[src/rtl/dma_irq_pkg.sv]
package dma_irq_pkg;

  localparam int MAX_CH       = 8;
  localparam int WORD_W       = 32;
  localparam int CFG_EN_BIT   = 0;
  localparam int CFG_ERRM_BIT = 14;
  localparam int CFG_TCM_BIT  = 15;
  localparam logic [2:0] CH_CFG_SLOT = 3'd4;

  typedef enum logic [3:0] {
    KIND_NONE,
    KIND_COMBINED,
    KIND_TC_MASKED,
    KIND_TC_CLEAR,
    KIND_ERR_MASKED,
    KIND_ERR_CLEAR,
    KIND_TC_RAW,
    KIND_ERR_RAW,
    KIND_ENABLED,
    KIND_CH_CFG
  } reg_kind_e;

  // sticky flag update: a set pulse beats a clear in the same cycle
  function automatic logic flag_next(input logic cur, input logic set, input logic clr);
    return (cur & ~clr) | set;
  endfunction

  // a flag is visible to the interrupt only when its mask bit is set
  function automatic logic flag_visible(input logic raw, input logic mask);
    return raw & mask;
  endfunction

endpackage

[src/rtl/dma_irq_decode.sv]
module dma_irq_decode
  import dma_irq_pkg::*;
#(
  parameter int NUM_CH = 8,
  parameter int ADDR_W = 12
) (
  input  logic [ADDR_W-1:0] addr,
  input  logic              wr,
  output reg_kind_e         kind,
  output logic [2:0]        ch,
  output logic              bad
);
  localparam int HI_W = ADDR_W - 8;

  logic [HI_W-1:0] region;
  logic [5:0]      gword;
  logic [2:0]      cslot;
  logic [1:0]      unused_lo;

  assign region    = addr[ADDR_W-1:8];
  assign gword     = addr[7:2];
  assign ch        = addr[7:5];
  assign cslot     = addr[4:2];
  assign unused_lo = addr[1:0];

  always_comb begin
    kind = KIND_NONE;
    if (region == HI_W'(0)) begin
      case (gword)
        6'd0:    kind = wr ? KIND_NONE     : KIND_COMBINED;
        6'd1:    kind = wr ? KIND_NONE     : KIND_TC_MASKED;
        6'd2:    kind = wr ? KIND_TC_CLEAR : KIND_NONE;
        6'd3:    kind = wr ? KIND_NONE     : KIND_ERR_MASKED;
        6'd4:    kind = wr ? KIND_ERR_CLEAR : KIND_NONE;
        6'd5:    kind = wr ? KIND_NONE     : KIND_TC_RAW;
        6'd6:    kind = wr ? KIND_NONE     : KIND_ERR_RAW;
        6'd7:    kind = wr ? KIND_NONE     : KIND_ENABLED;
        default: kind = KIND_NONE;
      endcase
    end else if (region == HI_W'(1)) begin
      if (cslot == CH_CFG_SLOT && int'(ch) < NUM_CH) kind = KIND_CH_CFG;
    end
  end

  assign bad = (kind == KIND_NONE);

endmodule

[src/rtl/dma_irq_flagbank.sv]
module dma_irq_flagbank
  import dma_irq_pkg::*;
#(
  parameter int NUM_CH = 8
) (
  input  logic              clk,
  input  logic              rst_n,
  input  logic [NUM_CH-1:0] set_i,
  input  logic [NUM_CH-1:0] clr_i,
  input  logic [NUM_CH-1:0] mask_i,
  output logic [NUM_CH-1:0] raw_o,
  output logic [NUM_CH-1:0] masked_o
);
  for (genvar c = 0; c < NUM_CH; c++) begin : g_flag
    logic bit_q;
    always_ff @(posedge clk or negedge rst_n) begin
      if (!rst_n) bit_q <= 1'b0;
      else        bit_q <= flag_next(bit_q, set_i[c], clr_i[c]);
    end
    assign raw_o[c]    = bit_q;
    assign masked_o[c] = flag_visible(bit_q, mask_i[c]);
  end

endmodule

[src/rtl/dma_irq_cfgbank.sv]
module dma_irq_cfgbank
  import dma_irq_pkg::*;
#(
  parameter int NUM_CH = 8
) (
  input  logic              clk,
  input  logic              rst_n,
  input  logic              wr_en,
  input  logic [2:0]        wr_ch,
  input  logic [WORD_W-1:0] wdata,
  input  logic [2:0]        rd_ch,
  output logic [WORD_W-1:0] rd_data,
  output logic [NUM_CH-1:0] en_o,
  output logic [NUM_CH-1:0] tc_mask_o,
  output logic [NUM_CH-1:0] err_mask_o
);
  logic [WORD_W-1:0] cfg_arr [NUM_CH];

  for (genvar c = 0; c < NUM_CH; c++) begin : g_cfg
    logic [WORD_W-1:0] word_q;
    always_ff @(posedge clk or negedge rst_n) begin
      if (!rst_n)                         word_q <= '0;
      else if (wr_en && wr_ch == 3'(c))   word_q <= wdata;
    end
    assign cfg_arr[c]    = word_q;
    assign en_o[c]       = word_q[CFG_EN_BIT];
    assign tc_mask_o[c]  = word_q[CFG_TCM_BIT];
    assign err_mask_o[c] = word_q[CFG_ERRM_BIT];
  end

  always_comb begin
    rd_data = '0;
    for (int c = 0; c < NUM_CH; c++) begin
      if (rd_ch == 3'(c)) rd_data = cfg_arr[c];
    end
  end

endmodule

[src/rtl/dma_irq_regs.sv]
module dma_irq_regs
  import dma_irq_pkg::*;
#(
  parameter int NUM_CH = 8,
  parameter int ADDR_W = 12
) (
  input  logic              clk,
  input  logic              rst_n,
  input  logic              acc_valid,
  input  logic              acc_write,
  input  logic [ADDR_W-1:0] acc_addr,
  input  logic [31:0]       acc_wdata,
  output logic [31:0]       acc_rdata,
  output logic              acc_err,
  input  logic [NUM_CH-1:0] tc_set,
  input  logic [NUM_CH-1:0] err_set,
  output logic              irq
);
  localparam int PAD_W = WORD_W - NUM_CH;

  reg_kind_e         kind;
  logic [2:0]        ch_idx;
  logic              acc_bad;
  logic              acc_ok_wr;
  logic              acc_rd;
  logic [NUM_CH-1:0] tc_clr, err_clr;
  logic [NUM_CH-1:0] tc_raw, err_raw, tc_masked, err_masked;
  logic [NUM_CH-1:0] ch_en, tc_mask, err_mask;
  logic [WORD_W-1:0] cfg_rd;
  logic [WORD_W-1:0] rd_mux;
  logic [WORD_W-1:0] rdata_q;
  logic              err_q;

  dma_irq_decode #(.NUM_CH(NUM_CH), .ADDR_W(ADDR_W)) u_decode (
    .addr (acc_addr),
    .wr   (acc_write),
    .kind (kind),
    .ch   (ch_idx),
    .bad  (acc_bad)
  );

  assign acc_ok_wr = acc_valid && acc_write && !acc_bad;
  assign acc_rd    = acc_valid && !acc_write;
  assign tc_clr    = (acc_ok_wr && kind == KIND_TC_CLEAR)  ? acc_wdata[NUM_CH-1:0] : '0;
  assign err_clr   = (acc_ok_wr && kind == KIND_ERR_CLEAR) ? acc_wdata[NUM_CH-1:0] : '0;

  dma_irq_cfgbank #(.NUM_CH(NUM_CH)) u_cfg (
    .clk        (clk),
    .rst_n      (rst_n),
    .wr_en      (acc_ok_wr && kind == KIND_CH_CFG),
    .wr_ch      (ch_idx),
    .wdata      (acc_wdata),
    .rd_ch      (ch_idx),
    .rd_data    (cfg_rd),
    .en_o       (ch_en),
    .tc_mask_o  (tc_mask),
    .err_mask_o (err_mask)
  );

  dma_irq_flagbank #(.NUM_CH(NUM_CH)) u_tc_flags (
    .clk      (clk),
    .rst_n    (rst_n),
    .set_i    (tc_set),
    .clr_i    (tc_clr),
    .mask_i   (tc_mask),
    .raw_o    (tc_raw),
    .masked_o (tc_masked)
  );

  dma_irq_flagbank #(.NUM_CH(NUM_CH)) u_err_flags (
    .clk      (clk),
    .rst_n    (rst_n),
    .set_i    (err_set),
    .clr_i    (err_clr),
    .mask_i   (err_mask),
    .raw_o    (err_raw),
    .masked_o (err_masked)
  );

  always_comb begin
    case (kind)
      KIND_COMBINED:   rd_mux = {{PAD_W{1'b0}}, tc_masked | err_masked};
      KIND_TC_MASKED:  rd_mux = {{PAD_W{1'b0}}, tc_masked};
      KIND_ERR_MASKED: rd_mux = {{PAD_W{1'b0}}, err_masked};
      KIND_TC_RAW:     rd_mux = {{PAD_W{1'b0}}, tc_raw};
      KIND_ERR_RAW:    rd_mux = {{PAD_W{1'b0}}, err_raw};
      KIND_ENABLED:    rd_mux = {{PAD_W{1'b0}}, ch_en};
      KIND_CH_CFG:     rd_mux = cfg_rd;
      default:         rd_mux = '0;
    endcase
  end

  always_ff @(posedge clk or negedge rst_n) begin
    if (!rst_n) begin
      rdata_q <= '0;
      err_q   <= 1'b0;
    end else begin
      err_q <= acc_valid && acc_bad;
      if (acc_rd) rdata_q <= acc_bad ? '0 : rd_mux;
    end
  end

  assign acc_rdata = rdata_q;
  assign acc_err   = err_q;
  assign irq       = |(tc_masked | err_masked);

endmodule

[config.mk]
export PLATFORM = sky130hd
export DESIGN_NAME = dma_irq_regs
export DESIGN_NICKNAME = d
export VERILOG_FILES = /design/src/rtl/dma_irq_pkg.sv /design/src/rtl/dma_irq_decode.sv /design/src/rtl/dma_irq_flagbank.sv /design/src/rtl/dma_irq_cfgbank.sv /design/src/rtl/dma_irq_regs.sv
export SDC_FILE = /design/constraint.sdc
export NUM_CORES = 1
export LEC_CHECK = 0
export BUFFER_PORTS_ARGS = -buffer_cell sky130_fd_sc_hd__clkbuf_2
export CAP_MARGIN = 5
export CORE_ASPECT_RATIO = 1.25
export CORE_MARGIN = 2
export CORE_UTILIZATION = 55
export DETAILED_ROUTE_END_ITERATION = 8
export PLACE_DENSITY = 0.73
export SETUP_SLACK_MARGIN = 0.05
export SYNTH_ARGS = -nofsm -noshare
export SYNTH_HDL_FRONTEND = slang
export SYNTH_HIERARCHICAL = 1
export SYNTH_SLANG_ARGS = --single-unit
[constraint.sdc]
create_clock -name clk -period 2.1 [get_ports clk]
set_input_delay 0.21 -clock clk [delete_from_list [all_inputs] [get_ports clk]]
set_output_delay 0.21 -clock clk [all_outputs]
set_load 0.005 [all_outputs]
* Yosys cells after proc, flatten, opt, wreduce, memory -nomap -nowiden
Cells that the tools add are included.
** Word-level totals
- RAM bits :: 0
- Register bits after elaboration :: 305
- Output and inout bits :: 34
- Bits in latches :: 0
- Word-level logic and storage cells :: 162
- Memories kept :: 0
- ROM bits :: 0
** Cells by class
- $add $sub $neg :: 0
- Reductions and logical operators :: 22
- Mux-type cells :: 24
- $lt $le $gt $ge :: 0
- $mul :: 0
- Div/mod/pow operators :: 0
- Bitwise logic cells :: 65
- Eq/ne operators :: 25
- Shifts and indexed selects :: 0
** Operators by type and width (number)
- two-way mux 32 bit :: 9
- case mux 32 bit (7 select lines) :: 1
- AND 1 bit :: 32
- case mux 4 bit (8 select lines) :: 1
- == test 6 x 3 -> 1 bit, second input constant :: 4
- == test 4 x 3 -> 1 bit, second input constant :: 4
- two-way mux 4 bit :: 4
- two-way mux 8 bit :: 2
- NOT 1 bit :: 16
- OR 1 bit :: 16
- == test 3 bit, second input constant :: 5
- logical AND 1 bit :: 15
- == test 6 x 2 -> 1 bit, second input constant :: 2
- two-way mux 3 bit :: 4
- == test 4 x 1 -> 1 bit, second input constant :: 2
- == test 4 x 2 -> 1 bit, second input constant :: 2
- == test 4 bit, second input constant :: 2
- zero test 4 bit :: 2
- OR 8 bit :: 1
- OR reduction 8 bit :: 1
- == test 3 x 2 -> 1 bit, second input constant :: 2
- == test 6 x 1 -> 1 bit, second input constant :: 1
- zero test 6 bit :: 1
- two-way mux 2 bit :: 2
- 4 further kinds :: 5

* Logic depth before layout (Yosys ltp)
Gate-level depths: netlist of run 1.
- Depth in word-level cells :: 12
- Mapped depth :: 12
- Mapped depth without buffers :: 9

* Cells and area by module
Netlist of run 1, hierarchy kept.
** By module, submodules not included
- dma_irq_cfgbank :: times used 1, sequential area each 6406.1 um^2, area each 11820.1 um^2, cells each 689
- dma_irq_regs :: times used 1, sequential area each 825.8 um^2, area each 2001.9 um^2, cells each 186
- dma_irq_flagbank :: times used 2, sequential area each 200.2 um^2, area each 400.4 um^2, cells each 40
- dma_irq_decode :: times used 1, sequential area each 0.0 um^2, area each 210.2 um^2, cells each 30

* Least setup slack after synthesis of run 1
Ideal clock, no wire load.
- Kind :: input-to-reg
- Start :: in acc_addr[9]
- End :: reg u_cfg.g_cfg[1].word_q[1]
- Data required time :: 1.975 ns
- Slack :: -0.511 ns
- Arrival time :: 2.486 ns
- Stages :: 10
- Path buffers :: 3
- Cell sequence :: or3_4 nand2b_4 o32ai_2 nand2b_4 nor3_1 buf_2 nor4bb_1 clkbuf_2 buf_4 mux2_2
** Between the ends
- Cells in the longest elaborated chain, start to end :: 8
- Elaborated cells between the ends (all ways) :: 10
- Classes of those cells :: eq/ne (2); mux (2); reduce/logical (6)
** Ends and longest elaborated chain
- from (decl) :: line dma_irq_regs.sv:11 : input logic [ADDR_W-1:0] acc_addr,
- == test 4 x 1 -> 1 bit :: line dma_irq_decode.sv:40 : end else if (region == HI_W'(1)) begin
- two-way mux 4 bit :: line dma_irq_decode.sv:40
- two-way mux 4 bit * :: line dma_irq_decode.sv:28 : if (region == HI_W'(0)) begin
- named net kind[0] :: line dma_irq_regs.sv:21 : reg_kind_e kind;
- zero test 4 bit :: line dma_irq_decode.sv:45 : assign bad = (kind == KIND_NONE);
- zero test 1 bit :: line dma_irq_regs.sv:42 : assign acc_ok_wr = acc_valid && acc_write && !acc_bad;
- logical AND 1 bit :: line dma_irq_regs.sv:42
- logical AND 1 bit * :: line dma_irq_regs.sv:50 : .wr_en (acc_ok_wr && kind == KIND_CH_CFG),
- logical AND 1 bit * :: line dma_irq_cfgbank.sv:23 : else if (wr_en && wr_ch == 3'(c)) word_q <= wdata;
- to (signal assigned) :: line dma_irq_cfgbank.sv:23
- to (decl) :: line dma_irq_cfgbank.sv:20 : logic [WORD_W-1:0] word_q;
Mark *: on every way through the listed nets, which the timed path passes. The rest lies on a longest branch.
A chain may end at the register's enable or synchronous reset.

* Final worst setup path of run 1
- Start :: in acc_addr[10]
- End :: reg u_cfg.g_cfg[0].word_q[8]
** Between the ends
- Cells in the longest elaborated chain, start to end :: 8
- Elaborated cells between the ends (all ways) :: 10
- Classes of those cells :: eq/ne (2); mux (2); reduce/logical (6)
** Ends and longest elaborated chain
- == test 4 x 1 -> 1 bit :: line dma_irq_decode.sv:40
- two-way mux 4 bit :: line dma_irq_decode.sv:40
- two-way mux 4 bit * :: line dma_irq_decode.sv:28
- zero test 4 bit * :: line dma_irq_decode.sv:45
- named net acc_bad :: line dma_irq_regs.sv:23 : logic acc_bad;
- zero test 1 bit * :: line dma_irq_regs.sv:42
- logical AND 1 bit * :: line dma_irq_regs.sv:42
- logical AND 1 bit * :: line dma_irq_regs.sv:50
- logical AND 1 bit * :: line dma_irq_cfgbank.sv:23
- to (signal assigned) :: line dma_irq_cfgbank.sv:23
- to (decl) :: line dma_irq_cfgbank.sv:20
Marked as above.

==> results of run 1 <==
==> cell families (layout without fill, tap and decap cells) <==
family	after synthesis	after routing	synth area share [%]
compound gates	99	99	5.49
mux	362	362	33.3
flops	305	305	51.5
buf+inv	125	279	5.31
simple gates	90	90	4.21
xor+xnor	4	4	0.236
==> registers in the layout (all words and copies together) (netlist names) <==
register and flops:
acc_err 1, acc_rdata 32, u_cfg/g_cfg.word_q 256, u_err_flags/g_flag.bit_q 8, u_tc_flags/g_flag.bit_q 8
==> worst register-to-register path: cells and delay by family, from the launching register on <==
family | cells | cell delay [ns]
muxes | 3 | 1.02
AOI/OAI and AO/OA | 2 | 0.50
DFF | 1 | 0.38
==> what timing repair did <==
action                                  4_1_cts  5_1_grt
gates resized for setup                      19      104
pin swaps                                     1        7
hold endpoints to repair                    133        0
endpoints found under the setup margin      121      160
buffers inserted                              6        5
hold buffers                                 32        0
gates cloned                                  2        4
==> cell type report <==
type / instances / share of cell area, %
Timing Repair Buffer: 211 / 9.83
Clock inverter: 11 / 0.547
Multi-Input combinational cell: 555 / 38.7
Inverter: 17 / 0.362
Sequential cell: 305 / 43.4
Clock buffer: 40 / 4.71
Tap cell: 345 / 2.45
==> metrics by stage <==
| stage | setup WS [ns] | hold WS, ns | instance area (um^2) | setup TNS [ns] |
|---|---|---|---|---|
| 6_report | -0.0181 | 0.0253 | 17600 | -0.0615 |
| 5_1_grt | -0.100 | 0.0330 | 17600 | -3.57 |
| 4_1_cts | 0.0346 | 0.00441 | 17100 | 0 |
| 3_5_place_dp | -0.606 | 0.175 | 15700 | -129.81 |
| 3_3_place_gp | -0.519 | 0.165 | 15700 | -112.09 |
| 2_1_floorplan | -0.415 | -0.0856 | 15000 | -85.32 |
==> metal layers <==
| layer | vias to the layer above | track usage [%] | share of wire, % |
|---|---|---|---|
| li1 | 3933 | - | - |
| met2 | 202 | 40.9 | 51 |
| met1 | 4744 | 32.7 | 43 |
| met4 | 0 | 5.90 | 2.3 |
| met3 | 50 | 2.55 | 3.9 |
| met5 | - | 0 | 0 |
==> final timing paths <==
check,end,cells past startpoint
worst max-delay path,u_cfg/g_cfg[0].word_q[8],12
worst min-delay path,u_cfg/g_cfg[0].word_q[29],2
worst max register to register,acc_rdata[7],5
worst min register to register,u_cfg/g_cfg[1].word_q[6],1
max in group asynchronous,u_cfg/g_cfg[7].word_q[3],3
min in group asynchronous,acc_rdata[25],2
==> cell usage in the layout (no fill, tap or decap), types with 3 or more instances in the layout <==
cell	synthesis	routed
a211o_1	4	4
a21o_1	16	16
a21oi_1	16	14
a22o_1	25	25
a22oi_1	11	11
a32oi_1	3	3
a41oi_2	5	5
and2_1	33	32
buf_12	0	15
buf_4	58	56
buf_6	8	11
clkbuf_1	6	7
clkbuf_16	0	34
clkbuf_2	3	92
clkinv_2	0	5
dfrtp_1	305	305
dlygate4sd3_1	0	32
inv_1	17	17
mux2_1	9	4
mux2_2	282	215
mux2_4	0	72
mux2i_1	7	7
mux4_1	40	37
mux4_2	24	27
nand2_1	8	8
nand2b_1	4	3
nand4_1	3	3
nand4b_1	3	3
nor2_1	8	6
nor2b_1	4	4
nor4bb_4	0	3
o21ai_0	6	6
o32a_1	4	4
==> power breakdown <==
part | internal, mW | leakage [nW] | switching [mW] | total [mW]
Sequential | 5.88 | 4.18 | 0.000210 | 5.88
Clock | 2.89 | 0.451 | 2.22 | 5.11
Combinational | 0.205 | 3.94 | 0.360 | 0.565
Total | 8.97 | 8.57 | 2.58 | 11.6
==> flow_summary.json, run 1 <==
{
  "status": "complete, but fails checks",
  "violations": "negative setup slack",
  "path_buf_inv": 4,
  "hold_viol_final": 0,
  "tightest_slew_ns": 0.719,
  "tritoncts": "yes",
  "antenna_found_initial": 0,
  "ys_seq_area_share_pct": 51.5,
  "crit_start": "acc_addr[10]",
  "grt_setup_unrepaired": "true",
  "synth_area_per_cell_um2": 15.1,
  "grt_max_degree": 60,
  "routabilityCongestion": 0.911,
  "wirelength_um": 34200,
  "dr.pass1.iters": 6,
  "grt_pass1_vias": 9449,
  "dp_hpwl_um": 20900,
  "dieArea_um2": 28300,
  "seq_area_um2": 7630,
  "drv_slew": 0,
  "crit_path_end_kind": "flip-flop",
  "required_ns": 2.53,
  "synth.distinct_cells": 53,
  "slowest_stage": "or3_4",
  "yosysTopAreaCell": "dfrtp_1",
  "synth.most_common_cell": "dfrtp_1",
  "cts-root-buf": "clkbuf_16",
  "ir_drop_v": 0.000699,
  "hold_path_class": "primary input to flip-flop",
  "fill_cells": 1851,
  "ys.flop_type": "dfrtp_1",
  "antenna_cells": 0,
  "power_mw": 11.5,
  "critPathKind": "primary input to flip-flop",
  "nets": 1184,
  "htreeDepth": 1,
  "max_freq_mhz": 472,
  "maxSlewHeadroom_pct": 52.1,
  "setup_violations": 6,
  "cellLeakagePower_nw": 8.57,
  "die_w_um": 151,
  "syn_inst": 985,
  "drt_iter0_markers": 498,
  "rows": 67,
  "ant_nets": 0,
  "die_h_um": 188,
  "arrival_ns": 2.55,
  "fin_cells": 1484,
  "core-area_um2": 26700,
  "clock-sinks": 305,
  "area_growth_pct": 18.7,
  "port_buffers": 95,
  "synthTopCellsByArea": "dfrtp_1 51%, mux2_2 21%, mux4_1 7.1%",
  "min_period_ns": 2.12,
  "startpoint_type": "primary input",
  "crit_chain": "clkbuf_2 > or3_4 > nand2b_4 > nor2_4 > a21oi_2 > nand3b_1 > nor3_4 > buf_6 > nor4b_4 > buf_6 > clkbuf_16 > mux2_2",
  "cts_buffer_depth": 3,
  "period_share_pct": 101,
  "cap_violations": 0,
  "r2r_start": "u_cfg/g_cfg[6].word_q[7]",
  "finClkSkew_ns": 0.0155,
  "async_flop_share_pct": 100,
  "cts_buffers": 30,
  "holdCritStartpoint": "acc_wdata[29]",
  "vias_per_cell": 6.02,
  "multi_input_comb_area_um2": 6820,
  "r2r_slack_ns": 0.09,
  "place_inst": 1384,
  "initial_utilization_pct": 55.6,
  "synth_top_area_share_pct": 51.5,
  "syn-cell-area_um2": 14800,
  "synthTopCellsByCount": "305 x dfrtp_1, 282 x mux2_2, 58 x buf_4",
  "wire_per_inst_um": 23.0,
  "worstPathMaxFanout": 9,
  "synth-seq-cells": 305,
  "top_level_ports": 98,
  "grt_use_total_pct": 23.8,
  "clk_pin_slew_worst_paths_ns": 0.06,
  "powerDensity_nw_per_um2": 656,
  "final_util_pct": 66.0,
  "dr_total_vias": 8929,
  "overflow": 0,
  "drcViolationCount": 0,
  "worst_slack_ns": -0.0181,
  "drive_gt1_share_pct": 50.0,
  "synthesis.nets": 1049,
  "cpMostUsedCell": "buf_6",
  "yosys_warnings": 6,
  "clock_latency_ns": 0.55,
  "critPathTopFamily": "simple AND/OR/NAND/NOR gates",
  "synth-edff-count": 0,
  "slowest_delay_ns": 0.38,
  "grt_first_pass_wirelength_um": 52400
}
Power figures use the tool's default switching activity.
==> inputs of run 2 (changes only) <==
--- a/config.mk
+++ b/config.mk
@@ -13,6 +13,7 @@
 export DETAILED_ROUTE_END_ITERATION = 8
 export PLACE_DENSITY = 0.73
 export SETUP_SLACK_MARGIN = 0.05
+export SKIP_LAST_GASP = 1
 export SYNTH_ARGS = -nofsm -noshare
 export SYNTH_HDL_FRONTEND = slang
 export SYNTH_HIERARCHICAL = 1
==> run 2 against run 1 <==
  * Sequential power about the same
  * Clock skew decreased by 0.0020 ns
  * Sequential cell count unchanged
  * Clock power about the same
  * Power about the same
  * Critical path type unchanged
  * Hold slack got worse by 0.0014 ns
  * The run still ends with negative setup slack left
  * Cell count unchanged
  * Largest power group unchanged
  * Utilization decreased by 0.22 points
  * Via count decreased by 0.44%
  * Register-to-register slack about the same
==> flow_summary.json, run 2 (synthesized netlist as in run 1, its figures left out) <==
{
  "status": "complete, but fails checks",
  "violations": "negative setup slack",
  "fill_cells": 1859,
  "antenna_cells": 0,
  "max_freq_mhz": 474,
  "r2r_end": "acc_rdata[1]",
  "maxSlewHeadroom_pct": 50.9,
  "min_period_ns": 2.11,
  "multi_input_comb_area_um2": 6770,
  "crit_chain": "clkbuf_2 > or3_4 > nand2b_4 > nor2_4 > a21oi_2 > nand3b_1 > nor3_4 > buf_6 > nor4b_4 > buf_6 > clkbuf_16 > mux2_2",
  "final_util_pct": 65.8,
  "power_mw": 11.6,
  "cap_violations": 0,
  "cpMostUsedCell": "buf_6",
  "holdCritStartpoint": "acc_wdata[29]",
  "critPathKind": "primary input to flip-flop",
  "drv_slew": 0,
  "crit_path_end_kind": "flip-flop",
  "grt_max_degree": 60,
  "ant_nets": 0,
  "drt_iter0_markers": 468,
  "core-area_um2": 26700,
  "overflow": 0,
  "slowest_delay_ns": 0.38,
  "wirelength_um": 34300,
  "slowest_stage": "or3_4",
  "area_growth_pct": 18.3,
  "dr_total_vias": 8890,
  "grt_use_total_pct": 23.8,
  "drcViolationCount": 0,
  "clk_pin_slew_worst_paths_ns": 0.06,
  "cts_buffer_depth": 3,
  "tightest_slew_ns": 0.737,
  "hold_end": "u_cfg/g_cfg[4].word_q[29]",
  "worst_slack_ns": -0.00758,
  "r2r_cells": 5,
  "top_level_ports": 98,
  "r2r_start": "u_cfg/g_cfg[5].word_q[1]",
  "arrival_ns": 2.54,
  "r2r_slack_ns": 0.10,
  "cellLeakagePower_nw": 8.56,
  "fin_tns_setup_ns": -0.0125,
  "layout_common_cells": "305 x dfrtp_1, 226 x mux2_2, 92 x clkbuf_2",
  "cts-root-buf": "clkbuf_16",
  "die_w_um": 151,
  "dp_hpwl_um": 20900,
  "largest_reg_flops": 256,
  "wire_per_inst_um": 23.1,
  "antenna_found_initial": 0,
  "nets": 1184,
  "cts_buffers": 30,
  "grt_setup_unrepaired": "true",
  "tritoncts": "yes",
  "layout_commonest_cell": "dfrtp_1",
  "clock-sinks": 305,
  "hold_path_class": "primary input to flip-flop",
  "hold_viol_final": 0,
  "ir_drop_v": 0.000703,
  "grt_pass1_vias": 9449,
  "seq_area_um2": 7630,
  "routabilityCongestion": 0.911,
  "clock_latency_ns": 0.55,
  "dr.pass1.iters": 5,
  "worstPathMaxFanout": 9,
  "htreeDepth": 1,
  "startpoint_type": "primary input",
  "vias_per_cell": 5.99,
  "rows": 67,
  "min_delay_path_depth": 2,
  "initial_utilization_pct": 55.6,
  "regMostFlops": "u_cfg/g_cfg.word_q",
  "grt_first_pass_wirelength_um": 52400,
  "required_ns": 2.53,
  "drive_gt1_share_pct": 49.9,
  "finClkSkew_ns": 0.0135,
  "setup_violations": 2,
  "port_buffers": 95,
  "period_share_pct": 100,
  "dieArea_um2": 28300,
  "powerDensity_nw_per_um2": 659,
  "holdWs_ns": 0.0239,
  "die_h_um": 188
}
## run 2: layout make-up
class / instances / area share, %
Clock buffer: 40 / 4.73
Clock inverter: 11 / 0.549
Inverter: 17 / 0.364
Multi-Input combinational cell: 555 / 38.6
Sequential cell: 305 / 43.5
Tap cell: 345 / 2.46
Timing Repair Buffer: 211 / 9.82
## run 2: worst max-delay path, delay by kind of cell
family / cells / cell delay [ns]
AOI/OAI and AO/OA: 1 / 0.06
buffers and inverters: 4 / 0.62
muxes: 1 / 0.33
and+or+nand+nor: 6 / 1.33
## run 2: per-layer routing
| layer | vias to the layer above | GRT usage (%) | share of wire, % |
|---|---|---|---|
| li1 | 3926 | - | - |
| met1 | 4716 | 32.7 | 43 |
| met2 | 196 | 40.9 | 51 |
| met3 | 52 | 2.55 | 3.7 |
| met4 | 0 | 5.90 | 2.2 |
| met5 | - | 0 | 0 |
## run 2: worst max path at each step
stage / startpoint / end / slack [ns]
detailed placement: acc_addr[10] / u_cfg/g_cfg[2].word_q[26] / -0.61
floorplan: acc_addr[10] / u_cfg/g_cfg[1].word_q[1] / -0.42
global placement: acc_addr[10] / u_cfg/g_cfg[2].word_q[4] / -0.52
finish: acc_addr[10] / u_cfg/g_cfg[0].word_q[8] / -0.008
CTS: acc_addr[10] / u_cfg/g_cfg[4].word_q[29] / 0.03
global route: acc_addr[10] / u_cfg/g_cfg[0].word_q[8] / -0.1
## run 2: timing repair
item	4_1_cts	5_1_grt
endpoints found under the hold margin	133	0
buffers inserted	6	5
setup endpoints to repair	121	160
hold buffers	32	0
pin swaps	1	7
cloned	2	4
gates resized for setup	19	89
## run 2: report_power, final
part | switching [mW] | internal [mW] | leakage, nW
clock | 2.23 | 2.89 | 0.451
sequential | 0.000210 | 5.88 | 4.18
combinational | 0.360 | 0.204 | 3.93
total | 2.59 | 8.97 | 8.56
## run 2: stage by stage
stage | cells | cell area [um^2] | setup slack (ns)
floorplan | 985 | 15000 | -0.415
global placement | 1384 | 15700 | -0.519
detailed placement | 1384 | 15700 | -0.606
CTS | 1475 | 17100 | 0.0346
global route | 1484 | 17500 | -0.0965
finish | 1484 | 17500 | -0.00758
